`src/rtl/sdDpPkg.sv`:
```
package sdDpPkg;

  typedef enum logic [3:0] {
    S_IDLE, S_TSTART, S_TDATA, S_TCRC, S_TEND,
    S_SWAIT, S_STOK, S_SEND, S_BUSY,
    S_RWAIT, S_RDATA, S_RCRC, S_REND
  } engState_t;

  // strobes from the sequencer to the datapath
  typedef struct packed {
    logic load;      // take a fresh byte into the shifter
    logic shOut;     // shift transmit bits out
    logic shIn;      // shift received bits in
    logic crcClr;    // zero all lane CRCs
    logic crcUpd;    // feed one bit per lane into the CRCs
    logic crcShift;  // shift CRC out without feedback
    logic fromLine;  // CRC input comes from the lines, not the shifter
    logic emit;      // a received byte is complete
  } dpCtl_t;

  localparam logic [15:0] CRC_POLY = 16'h1021;

endpackage

```
`src/rtl/sdDpPath.sv`:
```
module sdDpPath
  import sdDpPkg::*;
(
  input  logic       clk,
  input  logic       rst_n,
  input  dpCtl_t     ctl,
  input  logic       wideR,
  input  logic [7:0] txByte,
  input  logic [3:0] datIn,
  output logic [3:0] txBits,
  output logic [3:0] crcMsb,
  output logic       crcClean,
  output logic [7:0] rxByte,
  output logic       rxValid
);

  localparam int LANES = 4;

  logic [7:0]       shReg;
  logic [LANES-1:0] feed;
  logic [LANES-1:0] laneNz;
  logic [LANES-1:0] laneMask;

  assign laneMask = wideR ? 4'hF : 4'h1;

  always_ff @(posedge clk) begin
    if (!rst_n)          shReg <= '0;
    else if (ctl.load)   shReg <= txByte;
    else if (ctl.shOut)  shReg <= wideR ? {shReg[3:0], 4'b0000} : {shReg[6:0], 1'b0};
    else if (ctl.shIn)   shReg <= wideR ? {shReg[3:0], datIn} : {shReg[6:0], datIn[0]};
  end

  // nibble bit 3 lands on DAT3; narrow mode uses the byte MSB on DAT0
  assign txBits = wideR ? shReg[7:4] : {3'b000, shReg[7]};
  assign feed   = ctl.fromLine ? datIn : txBits;

  for (genvar g = 0; g < LANES; g++) begin : gLane
    logic [15:0] crcQ;
    always_ff @(posedge clk) begin
      if (!rst_n || ctl.crcClr) crcQ <= '0;
      else if (ctl.crcUpd)      crcQ <= {crcQ[14:0], 1'b0} ^ ({16{crcQ[15] ^ feed[g]}} & CRC_POLY);
      else if (ctl.crcShift)    crcQ <= {crcQ[14:0], 1'b0};
    end
    assign crcMsb[g] = crcQ[15];
    assign laneNz[g] = |crcQ;
  end

  // message followed by its own CRC leaves a zero remainder
  assign crcClean = ~|(laneNz & laneMask);

  always_ff @(posedge clk) begin
    if (!rst_n) rxValid <= 1'b0;
    else        rxValid <= ctl.emit;
  end
  assign rxByte = shReg;

  p_crc_cleared_r3: assert property (@(posedge clk) disable iff (!rst_n)
    $past(ctl.crcClr) |-> crcClean);

  p_rx_valid_gap_r9: assert property (@(posedge clk) disable iff (!rst_n)
    rxValid |=> !rxValid);

endmodule

```
`src/rtl/sdDpCtrl.sv`:
```
module sdDpCtrl
  import sdDpPkg::*;
#(
  parameter int LEN_W   = 10,
  parameter int CNT_W   = 13,
  parameter int TMO_CYC = 4096
) (
  input  logic             clk,
  input  logic             rst_n,
  input  logic             wideMode,
  input  logic [LEN_W-1:0] blkLen,
  input  logic             txStart,
  input  logic             rxStart,
  input  logic [3:0]       datIn,
  input  logic [3:0]       txBits,
  input  logic [3:0]       crcMsb,
  input  logic             crcClean,
  output dpCtl_t           ctl,
  output logic             wideR,
  output logic             txTake,
  output logic [3:0]       datOut,
  output logic [3:0]       datOe,
  output logic             idle,
  output logic             done,
  output logic             statusOk,
  output logic             statusCrcErr,
  output logic             rxCrcErr,
  output logic             timedOut
);

  engState_t        state;
  logic [CNT_W-1:0] cnt;
  logic [LEN_W-1:0] lenR;
  logic [2:0]       tok;
  logic [CNT_W-1:0] lastBeat;
  logic [3:0]       laneMask;
  logic             byteEdge, atLast, tmoHit, crc15;

  assign laneMask = wideR ? 4'hF : 4'h1;
  assign lastBeat = wideR ? (CNT_W'(lenR) << 1) - CNT_W'(1) : (CNT_W'(lenR) << 3) - CNT_W'(1);
  assign byteEdge = wideR ? cnt[0] : (&cnt[2:0]);
  assign atLast   = (cnt == lastBeat);
  assign tmoHit   = (cnt == CNT_W'(TMO_CYC - 1));
  assign crc15    = (cnt == CNT_W'(15));
  assign idle     = (state == S_IDLE);
  assign txTake   = ctl.load;

  always_comb begin
    ctl = '0;
    case (state)
      S_IDLE:  begin
        ctl.crcClr = txStart | rxStart;
        ctl.load   = txStart;
      end
      S_TDATA: begin
        ctl.shOut  = 1'b1;
        ctl.crcUpd = 1'b1;
        ctl.load   = byteEdge & ~atLast;
      end
      S_TCRC:  ctl.crcShift = 1'b1;
      S_RDATA: begin
        ctl.shIn     = 1'b1;
        ctl.crcUpd   = 1'b1;
        ctl.fromLine = 1'b1;
        ctl.emit     = byteEdge;
      end
      S_RCRC:  begin
        ctl.crcUpd   = 1'b1;
        ctl.fromLine = 1'b1;
      end
      default: ;
    endcase
  end

  always_comb begin
    datOe  = '0;
    datOut = '0;
    case (state)
      S_TSTART: datOe = laneMask;
      S_TDATA:  begin datOe = laneMask; datOut = txBits & laneMask; end
      S_TCRC:   begin datOe = laneMask; datOut = crcMsb & laneMask; end
      S_TEND:   begin datOe = laneMask; datOut = laneMask; end
      default:  ;
    endcase
  end

  always_ff @(posedge clk) begin
    if (!rst_n) begin
      state <= S_IDLE;  cnt <= '0;  lenR <= '0;  wideR <= 1'b0;  tok <= '0;
      done <= 1'b0;  statusOk <= 1'b0;  statusCrcErr <= 1'b0;
      rxCrcErr <= 1'b0;  timedOut <= 1'b0;
    end else begin
      done <= 1'b0;
      case (state)
        S_IDLE: if (txStart || rxStart) begin
          wideR <= wideMode;  lenR <= blkLen;  cnt <= '0;
          statusOk <= 1'b0;  statusCrcErr <= 1'b0;  rxCrcErr <= 1'b0;  timedOut <= 1'b0;
          state <= txStart ? S_TSTART : S_RWAIT;
        end
        S_TSTART: begin cnt <= '0; state <= S_TDATA; end
        S_TDATA:  if (atLast) begin cnt <= '0; state <= S_TCRC; end else cnt <= cnt + CNT_W'(1);
        S_TCRC:   if (crc15) begin cnt <= '0; state <= S_TEND; end else cnt <= cnt + CNT_W'(1);
        S_TEND:   begin cnt <= '0; state <= S_SWAIT; end
        S_SWAIT:  if (!datIn[0]) begin cnt <= '0; state <= S_STOK; end
                  else if (tmoHit) begin timedOut <= 1'b1; done <= 1'b1; state <= S_IDLE; end
                  else cnt <= cnt + CNT_W'(1);
        S_STOK:   begin
          tok <= {tok[1:0], datIn[0]};
          if (cnt == CNT_W'(2)) state <= S_SEND; else cnt <= cnt + CNT_W'(1);
        end
        S_SEND:   begin
          statusOk     <= (tok == 3'b010);
          statusCrcErr <= (tok == 3'b101);
          cnt <= '0;  state <= S_BUSY;
        end
        S_BUSY:   if (datIn[0]) begin done <= 1'b1; state <= S_IDLE; end
                  else if (tmoHit) begin timedOut <= 1'b1; done <= 1'b1; state <= S_IDLE; end
                  else cnt <= cnt + CNT_W'(1);
        S_RWAIT:  if (!datIn[0]) begin cnt <= '0; state <= S_RDATA; end
                  else if (tmoHit) begin timedOut <= 1'b1; done <= 1'b1; state <= S_IDLE; end
                  else cnt <= cnt + CNT_W'(1);
        S_RDATA:  if (atLast) begin cnt <= '0; state <= S_RCRC; end else cnt <= cnt + CNT_W'(1);
        S_RCRC:   if (crc15) begin cnt <= '0; state <= S_REND; end else cnt <= cnt + CNT_W'(1);
        S_REND:   begin
          rxCrcErr <= !crcClean || ((datIn | ~laneMask) != 4'hF);
          done <= 1'b1;  state <= S_IDLE;
        end
        default:  state <= S_IDLE;
      endcase
    end
  end

  p_done_in_idle_r7: assert property (@(posedge clk) disable iff (!rst_n)
    done |-> idle);

  p_done_single_r7: assert property (@(posedge clk) disable iff (!rst_n)
    done |=> !done);

  p_take_then_drive_r12: assert property (@(posedge clk) disable iff (!rst_n)
    txTake |=> datOe[0]);

  p_timeout_ends_r8: assert property (@(posedge clk) disable iff (!rst_n)
    $rose(timedOut) |-> done);

  p_busy_lines_free_r6: assert property (@(posedge clk) disable iff (!rst_n)
    (state == S_BUSY || state == S_STOK) |-> (datOe == 4'h0));

endmodule

```
`src/rtl/sdWideDataEngine.sv`:
```
module sdWideDataEngine
  import sdDpPkg::*;
#(
  parameter int MAX_BYTES = 512,
  parameter int TMO_CYC   = 4096,
  localparam int LEN_W    = $clog2(MAX_BYTES + 1),
  localparam int TMO_W    = $clog2(TMO_CYC + 1),
  localparam int CNT_W    = (LEN_W + 3 > TMO_W) ? LEN_W + 3 : TMO_W
) (
  input  logic             clk,
  input  logic             rst_n,
  input  logic             wideMode,
  input  logic [LEN_W-1:0] blkLen,
  input  logic             txStart,
  input  logic [7:0]       txByte,
  output logic             txTake,
  input  logic             rxStart,
  output logic [7:0]       rxByte,
  output logic             rxValid,
  input  logic [3:0]       datIn,
  output logic [3:0]       datOut,
  output logic [3:0]       datOe,
  output logic             idle,
  output logic             done,
  output logic             statusOk,
  output logic             statusCrcErr,
  output logic             rxCrcErr,
  output logic             timedOut
);

  dpCtl_t     ctl;
  logic       wideR, crcClean;
  logic [3:0] txBits, crcMsb;

  sdDpCtrl #(.LEN_W(LEN_W), .CNT_W(CNT_W), .TMO_CYC(TMO_CYC)) uCtrl (
    .clk(clk), .rst_n(rst_n), .wideMode(wideMode), .blkLen(blkLen),
    .txStart(txStart), .rxStart(rxStart), .datIn(datIn),
    .txBits(txBits), .crcMsb(crcMsb), .crcClean(crcClean),
    .ctl(ctl), .wideR(wideR), .txTake(txTake), .datOut(datOut), .datOe(datOe),
    .idle(idle), .done(done), .statusOk(statusOk), .statusCrcErr(statusCrcErr),
    .rxCrcErr(rxCrcErr), .timedOut(timedOut)
  );

  sdDpPath uPath (
    .clk(clk), .rst_n(rst_n), .ctl(ctl), .wideR(wideR), .txByte(txByte),
    .datIn(datIn), .txBits(txBits), .crcMsb(crcMsb), .crcClean(crcClean),
    .rxByte(rxByte), .rxValid(rxValid)
  );

endmodule

```
`config.mk`:
```
export PLATFORM = sky130hd
export DESIGN_NAME = sdWideDataEngine
export DESIGN_NICKNAME = d
export VERILOG_FILES = /design/src/rtl/sdDpPkg.sv /design/src/rtl/sdDpPath.sv /design/src/rtl/sdDpCtrl.sv /design/src/rtl/sdWideDataEngine.sv
export SDC_FILE = /design/constraint.sdc
export NUM_CORES = 1
export LEC_CHECK = 0
export BUFFER_PORTS_ARGS = -buffer_cell sky130_fd_sc_hd__buf_2
export CORE_ASPECT_RATIO = 0.7
export CORE_UTILIZATION = 55
export DETAILED_ROUTE_END_ITERATION = 16
export PLACE_DENSITY = 0.78
export SYNTH_ARGS = -nofsm -noshare
export SYNTH_HDL_FRONTEND = slang
export SYNTH_HIERARCHICAL = 1
export SYNTH_SLANG_ARGS = --single-unit
```
`constraint.sdc`:
```
create_clock -name clk -period 3.9 [get_ports clk]
set_clock_uncertainty 0.15 [all_clocks]
set_input_delay 0.39 -clock clk [delete_from_list [all_inputs] [get_ports clk]]
set_output_delay 0.39 -clock clk [all_outputs]
set_load 0.005 [all_outputs]
```
==> results.md <==
- The static leakage is about 2.4 nW.
- In this run the cell area measured after placement is 6480 um2.
- The worst path in the final design needs a cycle of approximately 3.8 ns, including I/O delays and setup.
- In this run the most used layer during global routing was met1.
- The number of routed nets with antenna violations is 0.
- The share of power burned in the clock network is 0.212.
- In this run the core area contains 32 standard-cell rows.
- The final RePlAce weighted congestion is approximately 0.95.
- From left edge to right edge, the die measures between 100 and 150 um.
- The tool flagged a number of max-cap violations equal to 0.
- The part of the total power dissipated in sequential elements is 0.335.
- In the final layout, the share of cells above drive strength 1 is 0.127.
- The initial core utilization is 0.566.
- The critical-path maximum fanout is 17.
- The met1 usage in global routing is 0.447.
- The number of buffers on the longest clock path is 2.
- For this run, the detailed router's first-pass iteration total came to 7.
- The total wire length is about 18,000 um.
- The clock latency at the later pin of the worst-skew pair is around 0.35 ns.
- The cts-stage hold buffer count is 0.
- The routed via count divided by cell count is 6.32.
- The critical path is of the flop to output pin type.
- The setup check on the worst reg-to-reg path leaves a slack of approximately 0.35 ns.
- The synthesized design contains approximately 110 register bits.
- Hold is met by 0.124 ns.
- Across the VDD grid, the largest voltage drop is between 0.3 and 0.4 mV.
- The number of synthesized flops with an enable pin is 0.
- Entering global routing, the biggest net connects 65 pins.
- The count of buffers added on input and output ports is 50.
- The total half-perimeter wirelength after legalization and detailed placement is ~12,000 um.
- The total of warnings raised by yosys is 6.
- After global routing the overflow that remains totals 0.
- In the synthesized netlist the dominant register cell turns out to be dfxtp_1.
- The average cell area after synthesis is between 7 and 8 um2.
- For the pin with the worst max-slew slack, the measured transition is between 0.8 and 0.9 ns.
- The portion of synthesized cell area occupied by the leading cell type is 0.350.
- The minimum setup slack in the final design is 0.146 ns.
- The terminus of the critical flop-to-flop path is uPath/rxByte[5].
- The routing usage on met2 is 0.444.
- The routed layout has 6,387 vias.
- The vertical extent of the die is between 90 and 100 um.
- In this run the tightest slew margin relative to its limit is 0.459.
- The core region is between 10,000 and 15,000 um2.
- The critical path launch point type is a flop.
- The netlist area before placement is roughly 6200 um2.
- The number of nets handed over by synthesis was about 900.
- The area of all placed cells without fillers is between 6000 and 7000 um2.
- After technology mapping, the gate count stands at 850.
- In the post-synthesis netlist, the biggest area contributors are dfxtp_1, nand2_1, a21oi_1, clkbuf_1, nor4_1.
- The final count of negative-setup-slack endpoints is 0.
- Relative to the synthesized area, the layout overhead comes to 9.14%.
- The run finished with clean final reports.
- For the final routed database, the setup TNS stands at 0 ns.
- The nature of the critical path endpoint is an output pin.
- Setup repair after global routing left no endpoint under its margin.
- The cell type with the highest aggregate area in the netlist is dfxtp_1.
- In the global route stage, met3 resource usage came out at 0.0589.
- The logic gate share of total power is 0.453.
- The number of different library cells used by synthesis comes to between 70 and 80.
- The depth of the most critical reg-to-reg path is 13.
- Dividing the detail-routed wire length by the instance count gives 17.4 um.
- At the worst endpoint, the required time is about 3.4 ns.
- The most common cell in the netlist is nand2_1.
- around 50 I/O pins were placed.
- In this run the number of H-tree levels came out at 3.
- The power per standard cell area is 613 nW/um2.
- The master cell of the clock root buffer is clkbuf_16.
- The total power is ~4.2 mW.
- The clock-pin slew on the worst setup and hold paths is ~0.070 ns.
- The global-route wire length before repair is about 28,000 um.
- The share of the Yosys chip area taken by registers is 0.350.
- The switching part of the total is 0.448.
- The floorplan die area is 11,800 um2.
- Tracing the worst setup path back leads to its startpoint at uCtrl/lenR[2].
- The period utilization is 0.963.
- The number of CTS-inserted buffers is 9.
- The final-report hold violation count is 0.
- Post-CTS timing repair inserted 0 buffers for setup.
- The first routing iteration left about 780 violations.
- The number of antenna violations at the first check in global routing is 0.
- The total routing resource utilization after global routing is 0.304.
- The worst register-to-register path begins at uCtrl/lenR[2].
- The design internal power is between 2 and 2.5 mW.
- Data arrives at the worst endpoint at around 3.2 ns.
- By count the netlist is led by nand2_1, dfxtp_1, a21oi_1, clkbuf_1, nor2_1.
- The via count of the first global-routing pass is around 5.6k.
- The pre-CTS setup slack is 0.142 ns.
- The share of flip-flops with an asynchronous set or reset is 0.
- TritonCTS built the clock tree.
- The highest attainable clock frequency is roughly 270 MHz.
- The number of slew-limit violations in the final report was 0.
- The post-detailed-route DRC marker count is 0.
- The analysis attributes to net switching a power of 1.87 mW.
- The most critical setup path has its endpoint at txTake.
- The repair_antennas step left the layout with diodes totalling 0.
- The class of the tightest hold or removal check is input pin to flop.
- The clock sink total is 109.
- After the last flow step, the layout net total stands at about 880.
-- state kept, by name, summed over array words and instances (netlist names) --
register / count
uPath/gLane.crcQ: 64
uCtrl/cnt: 13
uCtrl/lenR: 10
uPath/rxByte: 8
uCtrl/state: 4
uCtrl/tok: 3
uCtrl/done: 1
uCtrl/rxCrcErr: 1
uCtrl/statusCrcErr: 1
uCtrl/statusOk: 1
uCtrl/timedOut: 1
uCtrl/wideR: 1
uPath/rxValid: 1
-- cells by family (layout without fill, tap and decap cells) --
family	Yosys count	count (layout)	share of synthesized area
mux	10	10	0.0163
simple gates	386	386	0.302
fa+ha+maj	4	4	0.00803
xor+xnor	9	9	0.0126
compound gates	234	234	0.241
flops	109	109	0.350
buf+inv	98	105	0.0699
-- layer usage --
| metal | part of all wire | vias to the layer above |
|---|---|---|
| li1 | - | 3046 |
| met1 | 0.46 | 2963 |
| met2 | 0.43 | 349 |
| met3 | 0.098 | 29 |
| met4 | 0.013 | 0 |
| met5 | 0 | - |
-- power groups by stage --
stage          registers, mW  clock network (mW)  logic [mW]
5_1_grt                 1.41               0.940        2.05
4_1_cts                 1.38               0.898        1.81
2_1_floorplan           1.28                   0        1.41
3_3_place_gp            1.40                   0        1.73
3_5_place_dp            1.41                   0        1.78
6_report                1.40               0.885        1.89
-- critical path, cell delays in order, from the launching register on --
cell       delay (ns)
dfxtp_1          0.48
or3_4            0.49
a31o_1           0.25
o31a_1           0.27
o2111ai_1        0.30
and4b_4          0.27
a21oi_1          0.16
a21oi_1          0.08
nor3_2           0.17
buf_4            0.24
buf_2            0.16
-- stage by stage --
stage,utilization,instances
2_1_floorplan,-,850
3_3_place_gp,0.588,994
3_5_place_dp,0.588,994
4_1_cts,0.615,1010
5_1_grt,0.618,1010
6_report,0.618,1010
-- timing repair --
action                                  in CTS  in global routing
endpoints found under the setup margin       1                  6
gates resized for setup                      2                  7
pin swaps                                    0                  1
-- worst min path at each step --
stage	from	end	slack (ns)	depth (start not counted)
after floorplan	uPath/gLane[0].crcQ[13]	uPath/gLane[0].crcQ[13]	0.29	2
after global routing	wideMode	uCtrl/wideR	0.14	3
final	blkLen[5]	uCtrl/lenR[5]	0.12	3
after detailed placement	uPath/gLane[2].crcQ[13]	uPath/gLane[2].crcQ[13]	0.31	2
after CTS	blkLen[5]	uCtrl/lenR[5]	0.12	3
after global placement	uPath/gLane[0].crcQ[2]	uPath/gLane[0].crcQ[2]	0.30	2
-- final cells by class --
cell class	count	area, um2
fill	977	4210
multi-input combinational	643	3660
sequential	109	2190
timing repair buffer	67	390
clock buffer	10	239
tap	153	191
inverter	22	82.6
clock inverter	6	46.3
-- layout by cell type, fill, tap and decap left out, drive strengths merged, types with 5 or more instances in the layout --
cell type | netlist | routed
o311ai | 10 | 10
and3 | 8 | 8
a21boi | 7 | 7
and2 | 15 | 15
xor2 | 5 | 5
a211oi | 7 | 7
nor2 | 39 | 39
nand2b | 16 | 16
or2 | 6 | 6
nand2 | 190 | 190
o2111ai | 10 | 10
clkinv | 1 | 5
mux2i | 9 | 9
inv | 21 | 22
o21ai | 24 | 24
buf | 25 | 67
a21oi | 109 | 109
o2111a | 5 | 5
o211ai | 10 | 10
a31oi | 12 | 12
o22ai | 9 | 9
or4 | 8 | 8
nand3 | 16 | 16
nor3 | 17 | 17
nand4 | 5 | 5
or3 | 7 | 7
dfxtp | 109 | 109
clkbuf | 51 | 10
nor2b | 9 | 9
nor4 | 30 | 30
(Power assumes the default switching activity.)
